`src/rtl/rename_pkg.sv`:
```
package rename_pkg;
    typedef enum logic [1:0] {
        RN_FILL    = 2'd0,
        RN_ACTIVE  = 2'd1,
        RN_DRAINED = 2'd2
    } rn_state_e;
endpackage

```
`src/rtl/rn_free_list.sv`:
```
module rn_free_list #(
    parameter int NUM_PHYS = 80,
    parameter int TAG_W    = $clog2(NUM_PHYS),
    parameter int CNT_W    = $clog2(NUM_PHYS + 1)
) (
    input  logic             clk,
    input  logic             rst_n,
    input  logic             push,
    input  logic [TAG_W-1:0] push_tag,
    input  logic             pop,
    output logic [TAG_W-1:0] head_tag,
    output logic [CNT_W-1:0] count
);
    localparam int DEPTH = NUM_PHYS;
    localparam int PTR_W = (DEPTH > 1) ? $clog2(DEPTH) : 1;

    logic [TAG_W-1:0] slots [DEPTH];
    logic [PTR_W-1:0] rd_ptr;
    logic [PTR_W-1:0] wr_ptr;

    function automatic logic [PTR_W-1:0] bump(input logic [PTR_W-1:0] p);
        return (p == PTR_W'(DEPTH - 1)) ? '0 : p + 1'b1;
    endfunction

    always_ff @(posedge clk) begin
        if (push) begin
            slots[wr_ptr] <= push_tag;
        end
    end

    always_ff @(posedge clk) begin
        if (!rst_n) begin
            rd_ptr <= '0;
            wr_ptr <= '0;
            count  <= '0;
        end else begin
            if (push) wr_ptr <= bump(wr_ptr);
            if (pop)  rd_ptr <= bump(rd_ptr);
            unique case ({push, pop})
                2'b10:   count <= count + 1'b1;
                2'b01:   count <= count - 1'b1;
                default: count <= count;
            endcase
        end
    end

    assign head_tag = slots[rd_ptr];
endmodule

```
`src/rtl/rn_map_table.sv`:
```
module rn_map_table #(
    parameter int NUM_LOG = 32,
    parameter int TAG_W   = 7,
    parameter int LOG_W   = $clog2(NUM_LOG)
) (
    input  logic             clk,
    input  logic             rst_n,
    input  logic [LOG_W-1:0] rd1_idx,
    input  logic [LOG_W-1:0] rd2_idx,
    output logic [TAG_W-1:0] rd1_tag,
    output logic             rd1_rdy,
    output logic [TAG_W-1:0] rd2_tag,
    output logic             rd2_rdy,
    input  logic             wr_en,
    input  logic [LOG_W-1:0] wr_idx,
    input  logic [TAG_W-1:0] wr_tag,
    input  logic             bc_valid,
    input  logic [TAG_W-1:0] bc_tag,
    input  logic             flush
);
    logic [TAG_W-1:0] tag_v [NUM_LOG];
    logic             rdy_v [NUM_LOG];

    for (genvar i = 0; i < NUM_LOG; i++) begin : g_ent
        if (i == 0) begin : g_zero
            // logical 0 is pinned to tag 0 and always ready
            assign tag_v[i] = '0;
            assign rdy_v[i] = 1'b1;
        end else begin : g_live
            logic [TAG_W-1:0] t_q;
            logic             r_q;
            always_ff @(posedge clk) begin
                if (!rst_n) begin
                    t_q <= TAG_W'(i);
                    r_q <= 1'b1;
                end else if (wr_en && (wr_idx == LOG_W'(i))) begin
                    // a new producer outranks any broadcast of the old tag
                    t_q <= wr_tag;
                    r_q <= 1'b0;
                end else if (flush) begin
                    r_q <= 1'b1;
                end else if (bc_valid && (bc_tag == t_q)) begin
                    r_q <= 1'b1;
                end
            end
            assign tag_v[i] = t_q;
            assign rdy_v[i] = r_q;
        end
    end

    // reads see the state before this cycle's write; broadcast is bypassed
    always_comb begin
        rd1_tag = tag_v[rd1_idx];
        rd2_tag = tag_v[rd2_idx];
        rd1_rdy = rdy_v[rd1_idx] | (bc_valid && (bc_tag == rd1_tag));
        rd2_rdy = rdy_v[rd2_idx] | (bc_valid && (bc_tag == rd2_tag));
    end
endmodule

```
`src/rtl/rename_map.sv`:
```
module rename_map
    import rename_pkg::*;
#(
    parameter int NUM_LOG  = 32,
    parameter int NUM_PHYS = 80,
    parameter int TAG_W    = $clog2(NUM_PHYS),
    parameter int LOG_W    = $clog2(NUM_LOG)
) (
    input  logic             clk,
    input  logic             rst_n,
    input  logic             in_valid,
    output logic             in_ready,
    input  logic [LOG_W-1:0] in_src1,
    input  logic [LOG_W-1:0] in_src2,
    input  logic [LOG_W-1:0] in_dst,
    input  logic             in_dst_we,
    output logic [TAG_W-1:0] src1_tag,
    output logic             src1_rdy,
    output logic [TAG_W-1:0] src2_tag,
    output logic             src2_rdy,
    output logic [TAG_W-1:0] dst_tag,
    input  logic             bc_valid,
    input  logic [TAG_W-1:0] bc_tag,
    input  logic             flush,
    input  logic             ret_valid,
    input  logic [TAG_W-1:0] ret_tag
);
    localparam int CNT_W    = $clog2(NUM_PHYS + 1);
    localparam int LAST_TAG = NUM_PHYS - 1;

    rn_state_e        state_q, state_d;
    logic [TAG_W-1:0] fill_tag_q;
    logic [TAG_W-1:0] fl_head;
    logic [CNT_W-1:0] fl_count;
    logic             fl_push;
    logic [TAG_W-1:0] fl_push_tag;
    logic             fill_push;
    logic             fire;
    logic             dst_live;
    logic             rename_en;

    // state register
    always_ff @(posedge clk) begin
        if (!rst_n) state_q <= RN_FILL;
        else        state_q <= state_d;
    end

    always_ff @(posedge clk) begin
        if (!rst_n)         fill_tag_q <= TAG_W'(NUM_LOG);
        else if (fill_push) fill_tag_q <= fill_tag_q + 1'b1;
    end

    // next state
    always_comb begin
        state_d = state_q;
        unique case (state_q)
            RN_FILL: begin
                if (fill_tag_q == TAG_W'(LAST_TAG)) state_d = RN_ACTIVE;
            end
            RN_ACTIVE: begin
                if (rename_en && !fl_push && (fl_count == CNT_W'(1)))
                    state_d = RN_DRAINED;
            end
            RN_DRAINED: begin
                if (fl_push) state_d = RN_ACTIVE;
            end
            default: state_d = RN_FILL;
        endcase
    end

    // outputs of the state machine
    always_comb begin
        fill_push = 1'b0;
        in_ready  = 1'b0;
        unique case (state_q)
            RN_FILL:    fill_push = 1'b1;
            RN_ACTIVE:  in_ready  = !flush;
            RN_DRAINED: in_ready  = 1'b0;
            default:    in_ready  = 1'b0;
        endcase
    end

    assign fire        = in_valid && in_ready;
    assign dst_live    = in_dst_we && (in_dst != '0);
    assign rename_en   = fire && dst_live;
    assign fl_push     = fill_push || (ret_valid && (state_q != RN_FILL));
    assign fl_push_tag = fill_push ? fill_tag_q : ret_tag;
    assign dst_tag     = dst_live ? fl_head : '0;

    rn_free_list #(
        .NUM_PHYS (NUM_PHYS),
        .TAG_W    (TAG_W),
        .CNT_W    (CNT_W)
    ) u_free (
        .clk      (clk),
        .rst_n    (rst_n),
        .push     (fl_push),
        .push_tag (fl_push_tag),
        .pop      (rename_en),
        .head_tag (fl_head),
        .count    (fl_count)
    );

    rn_map_table #(
        .NUM_LOG (NUM_LOG),
        .TAG_W   (TAG_W),
        .LOG_W   (LOG_W)
    ) u_map (
        .clk      (clk),
        .rst_n    (rst_n),
        .rd1_idx  (in_src1),
        .rd2_idx  (in_src2),
        .rd1_tag  (src1_tag),
        .rd1_rdy  (src1_rdy),
        .rd2_tag  (src2_tag),
        .rd2_rdy  (src2_rdy),
        .wr_en    (rename_en),
        .wr_idx   (in_dst),
        .wr_tag   (fl_head),
        .bc_valid (bc_valid),
        .bc_tag   (bc_tag),
        .flush    (flush)
    );
endmodule

```
`config.mk`:
```
export PLATFORM = sky130hd
export DESIGN_NAME = rename_map
export DESIGN_NICKNAME = d
export VERILOG_FILES = /design/src/rtl/rename_pkg.sv /design/src/rtl/rn_free_list.sv /design/src/rtl/rn_map_table.sv /design/src/rtl/rename_map.sv
export SDC_FILE = /design/constraint.sdc
export NUM_CORES = 1
export LEC_CHECK = 0
export BUFFER_PORTS_ARGS = -buffer_cell sky130_fd_sc_hd__buf_4
export CAP_MARGIN = 20
export CORE_MARGIN = 2
export CORE_UTILIZATION = 40
export CTS_CLUSTER_SIZE = 30
export DETAILED_ROUTE_END_ITERATION = 8
export PLACE_DENSITY_LB_ADDON = 0.05
export SYNTH_ARGS = -nofsm -noshare
export SYNTH_HDL_FRONTEND = slang
export SYNTH_HIERARCHICAL = 1
export SYNTH_SLANG_ARGS = --single-unit
```
`constraint.sdc`:
```
create_clock -name clk -period 4.1 [get_ports clk]
set_input_delay 0 -clock clk [delete_from_list [all_inputs] [get_ports clk]]
set_output_delay 0 -clock clk [all_outputs]
set_load 0.005 [all_outputs]
```
; Word-level counts from Yosys, hierarchy flattened
; Memory sizes are Yosys's and may differ from the RTL's. A register that Yosys moved wholly into a read port is not among the register bits.
; Cells that the tools add are included.
[totals]
mem_count = 1
mem_bits_rw = 560
register_bits = 278
out_inout_bits = 24
inputBits = 36
[op_classes]
order_cmp = 2
n_eq_ne = 75
n_reduce_logical = 109
bitwise = 4
add_sub_neg = 5
n_mux = 120
[mem_list]
columns = name, depth, width, rd, rd_ports_with_merged_regs, wr, line
row1 = u_free.slots, 80, 7, 1, 1, 1, rn_free_list.sv:17  ; logic [TAG_W-1:0] slots [DEPTH];
[ops]
columns = cell, n
row1 = $eq A7 B7 Y1, 33
row2 = $mux W1, 101
row3 = $reduce_bool A3 Y1, 31
row4 = $eq A5 B5 Y1 const B, 16
row5 = $bmux W7 S5, 2
row6 = $logic_and A1 B1 Y1, 70
row7 = $mux W7, 10
row8 = $eq A5 B4 Y1 const B, 8
row9 = $add A7 B1 Y7 const B, 4
row10 = $eq A7 B7 Y1 const B, 3
row11 = $eq A5 B3 Y1 const B, 4
row12 = $pmux W7 S2, 1
row13 = $ge A6 B6 Y1 const B, 2
row14 = $not A5 Y6, 2
row15 = $bmux W1 S5, 2
row16 = $eq A5 B2 Y1 const B, 2
row17 = $eq A7 B1 Y1 const B, 1
row18 = $sub A7 B1 Y7 const B, 1
row19 = $mux W2, 3
row20 = $ne A2 B2 Y1 const B, 3
row21 = $pmux W2 S3, 1
row22 = $eq A5 B1 Y1 const B, 1
row23 = $reduce_bool A5 Y1, 1
row24 = $eq A2 B1 Y1 const B, 2
row25 = other kinds (7), 11

; Depth between registers and ports, before layout
[logic_depth]
ltp_word = 8
mapped_depth = 14
depth_no_buf = 12

; Cells and area by module
; Netlist, hierarchy kept.
[modules_own_cells]
columns = module, cells_per_inst, seq_area_each_um2, area_per_inst_um2, n_inst
row1 = rn_free_list, 1131, 17376.7, 23114.7, 1
row2 = rn_map_table, 1865, 4964.8, 16135.5, 1
row3 = rename_map, 68, 180.2, 610.6, 1

; Worst setup path before layout
; OpenSTA, ideal clock, no wires.
[synth_path]
path_type = reg-to-reg
startpoint = register state_q[0]
endpoint = register u_free.count[4]
stages_incl_launch_ff = 15
n_path_buf = 2
arrival_ps = 2885
setup_slack_ps = 1100
path_cell_list = dfxtp_1 nor2_1 buf_2 or2_1 inv_1 ha_1 clkbuf_1 xor2_1 ha_1 or3_1 a21oi_1 o21ai_0 a21oi_1 xor2_1 and2_1
[synth_between]
elab_cells_between_ends = 13
classes_between = 3 x eq/ne / 3 x mux / 7 x reduce/logical
[synth_rtl]
columns = element, line
row1 = from (decl), rename_map.sv:31  ; rn_state_e state_q, state_d;
row2 = from (signal assigned), rename_map.sv:45  ; else state_q <= state_d;
row3 = $logic_not A2 Y1 or $reduce_bool A2 Y1 (tied branches), "rename_map.sv:75, rename_map.sv:86"
row4 = $mux W1 or $logic_and A1 B1 Y1 (tied branches), "rename_map.sv:75, rename_map.sv:86"
row5 = $logic_or A1 B1 Y1 *, rename_map.sv:86  ; assign fl_push = fill_push || (ret_valid && (state_q != RN_FILL));
row6 = via fl_push, rename_map.sv:35  ; logic fl_push;
row7 = $eq A2 B1 Y1 or $eq A2 B2 Y1 (tied branches), rn_free_list.sv:39  ; unique case ({push, pop})
row8 = $pmux W7 S2 or $reduce_bool A2 Y1 (tied branches), n/a
row9 = to (signal assigned), rn_free_list.sv:40  ; 2'b10: count <= count + 1'b1;
row10 = to (signal assigned), rn_free_list.sv:41  ; 2'b01: count <= count - 1'b1;
row11 = to (signal assigned), rn_free_list.sv:42  ; default: count <= count;
row12 = to (decl), rn_free_list.sv:12  ; output logic [CNT_W-1:0] count
; Mark *: on every way through the listed nets, which the timed path passes. The rest lies on a longest branch.
; A chain may end at the register's enable or synchronous reset.

==> results.toml <==
[power]
leakage_nw = 14.30
intPower_mw = 14.44
p_switching_mw = 4.301
power.share.sequential_pct = 48.6
p_clk_share_pct = 45.3
p_total_mw = 18.74
ir_drop_mv = 0.3290
power.density_mw_per_mm2 = 414.9
p_comb_share_pct = 6.2
swShare_pct = 22.95

[synth]
synth_top_area_share_pct = 42.19
syn-instance-count = 3064
ys_ff_latch = 845
synth_area_leaders = "edfxtp_1 42%, dfxtp_1 14%, mux4_2 12%, xnor2_1 5.2%, nand2_1 3.8%"
ys_types = 71
synth_edf_count = 560
synth_area_mm2 = 0.03986
synth_ff_type = "edfxtp_1"
synth.avg_cell_area_um2 = 13.01
ys_async_sr_fraction_pct = 0
synth_fp_nets = 3106
synth.yosys.seq_area_share_pct = 56.50
synth_area_leader_cell = "edfxtp_1"
ys_warn_count = 6

[clock_tree]
clock_latency_ns = 0.67
cts_buffers = 94
cts_sinks = 845
worst_setup_hold_path_clk_slew_ns = 0.06
ctsHtreeMaxLevel = 3
tritoncts = "yes"
clock-root-buffer = "clkbuf_16"
clockBufferDepth = 3

[timing]
report.final.slew_viol_count = 0
fmax_mhz = 254.9
max_slew_margin_pct = 20.49
finClkSkew_ns = 0.03375
final.setup.tns_ns = 0
rsz0062_at_grt = "no"
finalHoldViolCount = 0
min_period_over_period_pct = 95.68
setup_viol = 0
setup_ws_ns = 0.1771
holdWs_ns = 0.05205
min_period_ns = 3.923
worst_slew_pin_slew_ns = 1.163

[global_routing]
grt_pass1_vias = 26344
antenna_found_initial = 1
grt_overflow = 0
grt_pass1_wl_um = 186200
grt_use_total_pct = 24.79
grt_max_degree = 92

[placement]
place_inst = 4281
numPortBuffers = 59
gp_congestion = 0.8877
dpl_cell_area_mm2 = 0.04182
hpwl_um = 82200
dp_slack_ns = 0.5406

[floorplanning]
core-area_mm2 = 0.09856
die_x_um = 319.7
die_area_mm2 = 0.1022
initial_utilization_pct = 40.44
num_rows = 115
io_pins = 60
die_y_um = 319.7

[layout]
fin_area_mm2 = 0.04516
utilization_pct = 45.82
area_growth_pct = 13.30
layout-drive-gt1-share_pct = 18.73
multiInputGateArea_mm2 = 0.01636
fillers = 8786
stdcell_count = 4481
seq_area_mm2 = 0.02253
nets = 3155

[worst_setup_path]
cp.required_ns = 4.10
endpoint_kind = "primary output"
critical_path_class = "flip-flop to primary output"
arrival_ns = 3.92
cp_max_fo = 32
crit_path_start_kind = "flip-flop"

[routing]
ant_nets = 0
vias = 27048
first_pass_iters = 6
drt-initial-drc-count = 2713
wl_um = 128400
vias_per_cell = 6.036
wire_per_inst_um = 28.67
route.detailed.drc = 0

[hold_path]
hold_path_class = "input port to flip-flop"

[outcome]
outcome = "complete, no violations"

[job]
max-cap-violations = 0
## final cells by class
type	instances	share of cell area, %
Clock inverter	41	0.8644
Clock buffer	135	5.954
Timing Repair Buffer	175	3.435
Antenna cell	1	0.005541
Tap cell	1287	3.566
Inverter	8	0.06649
Sequential cell	845	49.89
Multi-Input combinational cell	1989	36.22
## routing by layer
metal  track usage (%)  wire length [um]  vias to the layer above  share of wire, %
met5                 0                13                        -             0.010
met1             36.50             58170                    14068                45
met3             3.616              8169                      219               6.4
li1                  -                 -                    11683                 -
met4             7.746              3947                        2               3.1
met2             37.85             58140                     1076                45
## worst paths after layout
path	start	end	slack [ns]	cells past startpoint
max	flip-flop	dst_tag[0]	0.18	9
min	flush	u_map/g_ent[25].g_live.r_q	0.05	3
max reg2reg	state_q[1]	u_free/count[4]	0.67	13
min reg2reg	u_map/g_ent[13].g_live.t_q[1]	u_map/g_ent[13].g_live.t_q[1]	0.52	2
## what timing repair did
| item | CTS | global route |
|---|---|---|
| hold buffers | 10 | 1 |
| setup endpoints to repair | 5 | 4 |
| resized for setup | 1 | 2 |
| gates cloned | 0 | 0 |
| setup buffers | 1 | 9 |
| endpoints found under the hold margin | 144 | 4 |
## synth_stat cells, drive strengths merged (11+ instances only)
| library cell | number |
|---|---|
| nand4 | 77 |
| mux2i | 61 |
| a21oi | 24 |
| nand2 | 409 |
| dfxtp | 285 |
| clkbuf | 137 |
| nand2b | 18 |
| o22ai | 30 |
| a21boi | 145 |
| a221oi | 12 |
| xor2 | 11 |
| o21ai | 31 |
| a211oi | 23 |
| o31ai | 28 |
| xnor2 | 238 |
| nand3 | 218 |
| or2 | 11 |
| and2 | 30 |
| or3 | 12 |
| mux4 | 242 |
| a22oi | 21 |
| nor2 | 149 |
| edfxtp | 560 |
| nor2b | 37 |
| buf | 85 |
| nor3 | 40 |
| mux2 | 40 |
## state kept, by name, summed over array words and instances, names as in the netlist, named ones only
signal / count
state_q: 2
u_free/wr_ptr: 7
u_free/slots: 560
u_free/rd_ptr: 7
fill_tag_q: 7
u_free/count: 7
u_map/g_ent.g_live.r_q: 31
u_map/g_ent.g_live.t_q: 217
## power by group through the flow
stage                     clock network (mW)  registers, mW  logic, mW
after global routing                    8.97           9.10       1.21
after detailed placement                   0           9.28       1.14
after floorplan                            0           9.27      0.664
final                                   8.48           9.10       1.16
after CTS                               8.65           9.10       1.15
after global placement                     0           9.28       1.13
## worst max-delay path, cell delays in order (launching register included)
cell and delay [ns]:
dfxtp_4 0.55, buf_12 0.24, buf_4 0.22, mux4_2 0.54, mux4_2 0.51, a21oi_1 0.51
o31ai_4 0.10, buf_12 0.21, and2_1 0.18, buf_4 0.13
## cell usage in the layout, fill, tap and decap left out, types with 12 or more instances in the layout
cell and count:
a211oi_1 22, dfxtp_1 282, edfxtp_1 560, clkbuf_1 26, and2_1 30, clkinv_1 14
nand3_1 218, nor2_1 146, mux2i_1 61, o31ai_1 22, nand2b_1 18, o22ai_1 30
clkbuf_16 98, nand4_1 76, mux2_2 40, nor3_1 38, or3_1 12, nor2b_1 34
a221oi_1 12, buf_12 16, buf_4 146, a21boi_0 144, clkinv_2 14, nand2_1 408
mux4_1 21, mux4_2 221, a21oi_1 24, o21ai_0 31, a22oi_1 21, xnor2_1 238
## kinds of logic after synthesis
kind of cell    synth area share [%]
simple gates                   12.00
flops                          56.50
compound gates                 6.526
mux                            16.53
xor+xnor                       5.471
buf+inv                        2.778
fa+ha+maj                     0.1883
(Power assumes the default switching activity.)
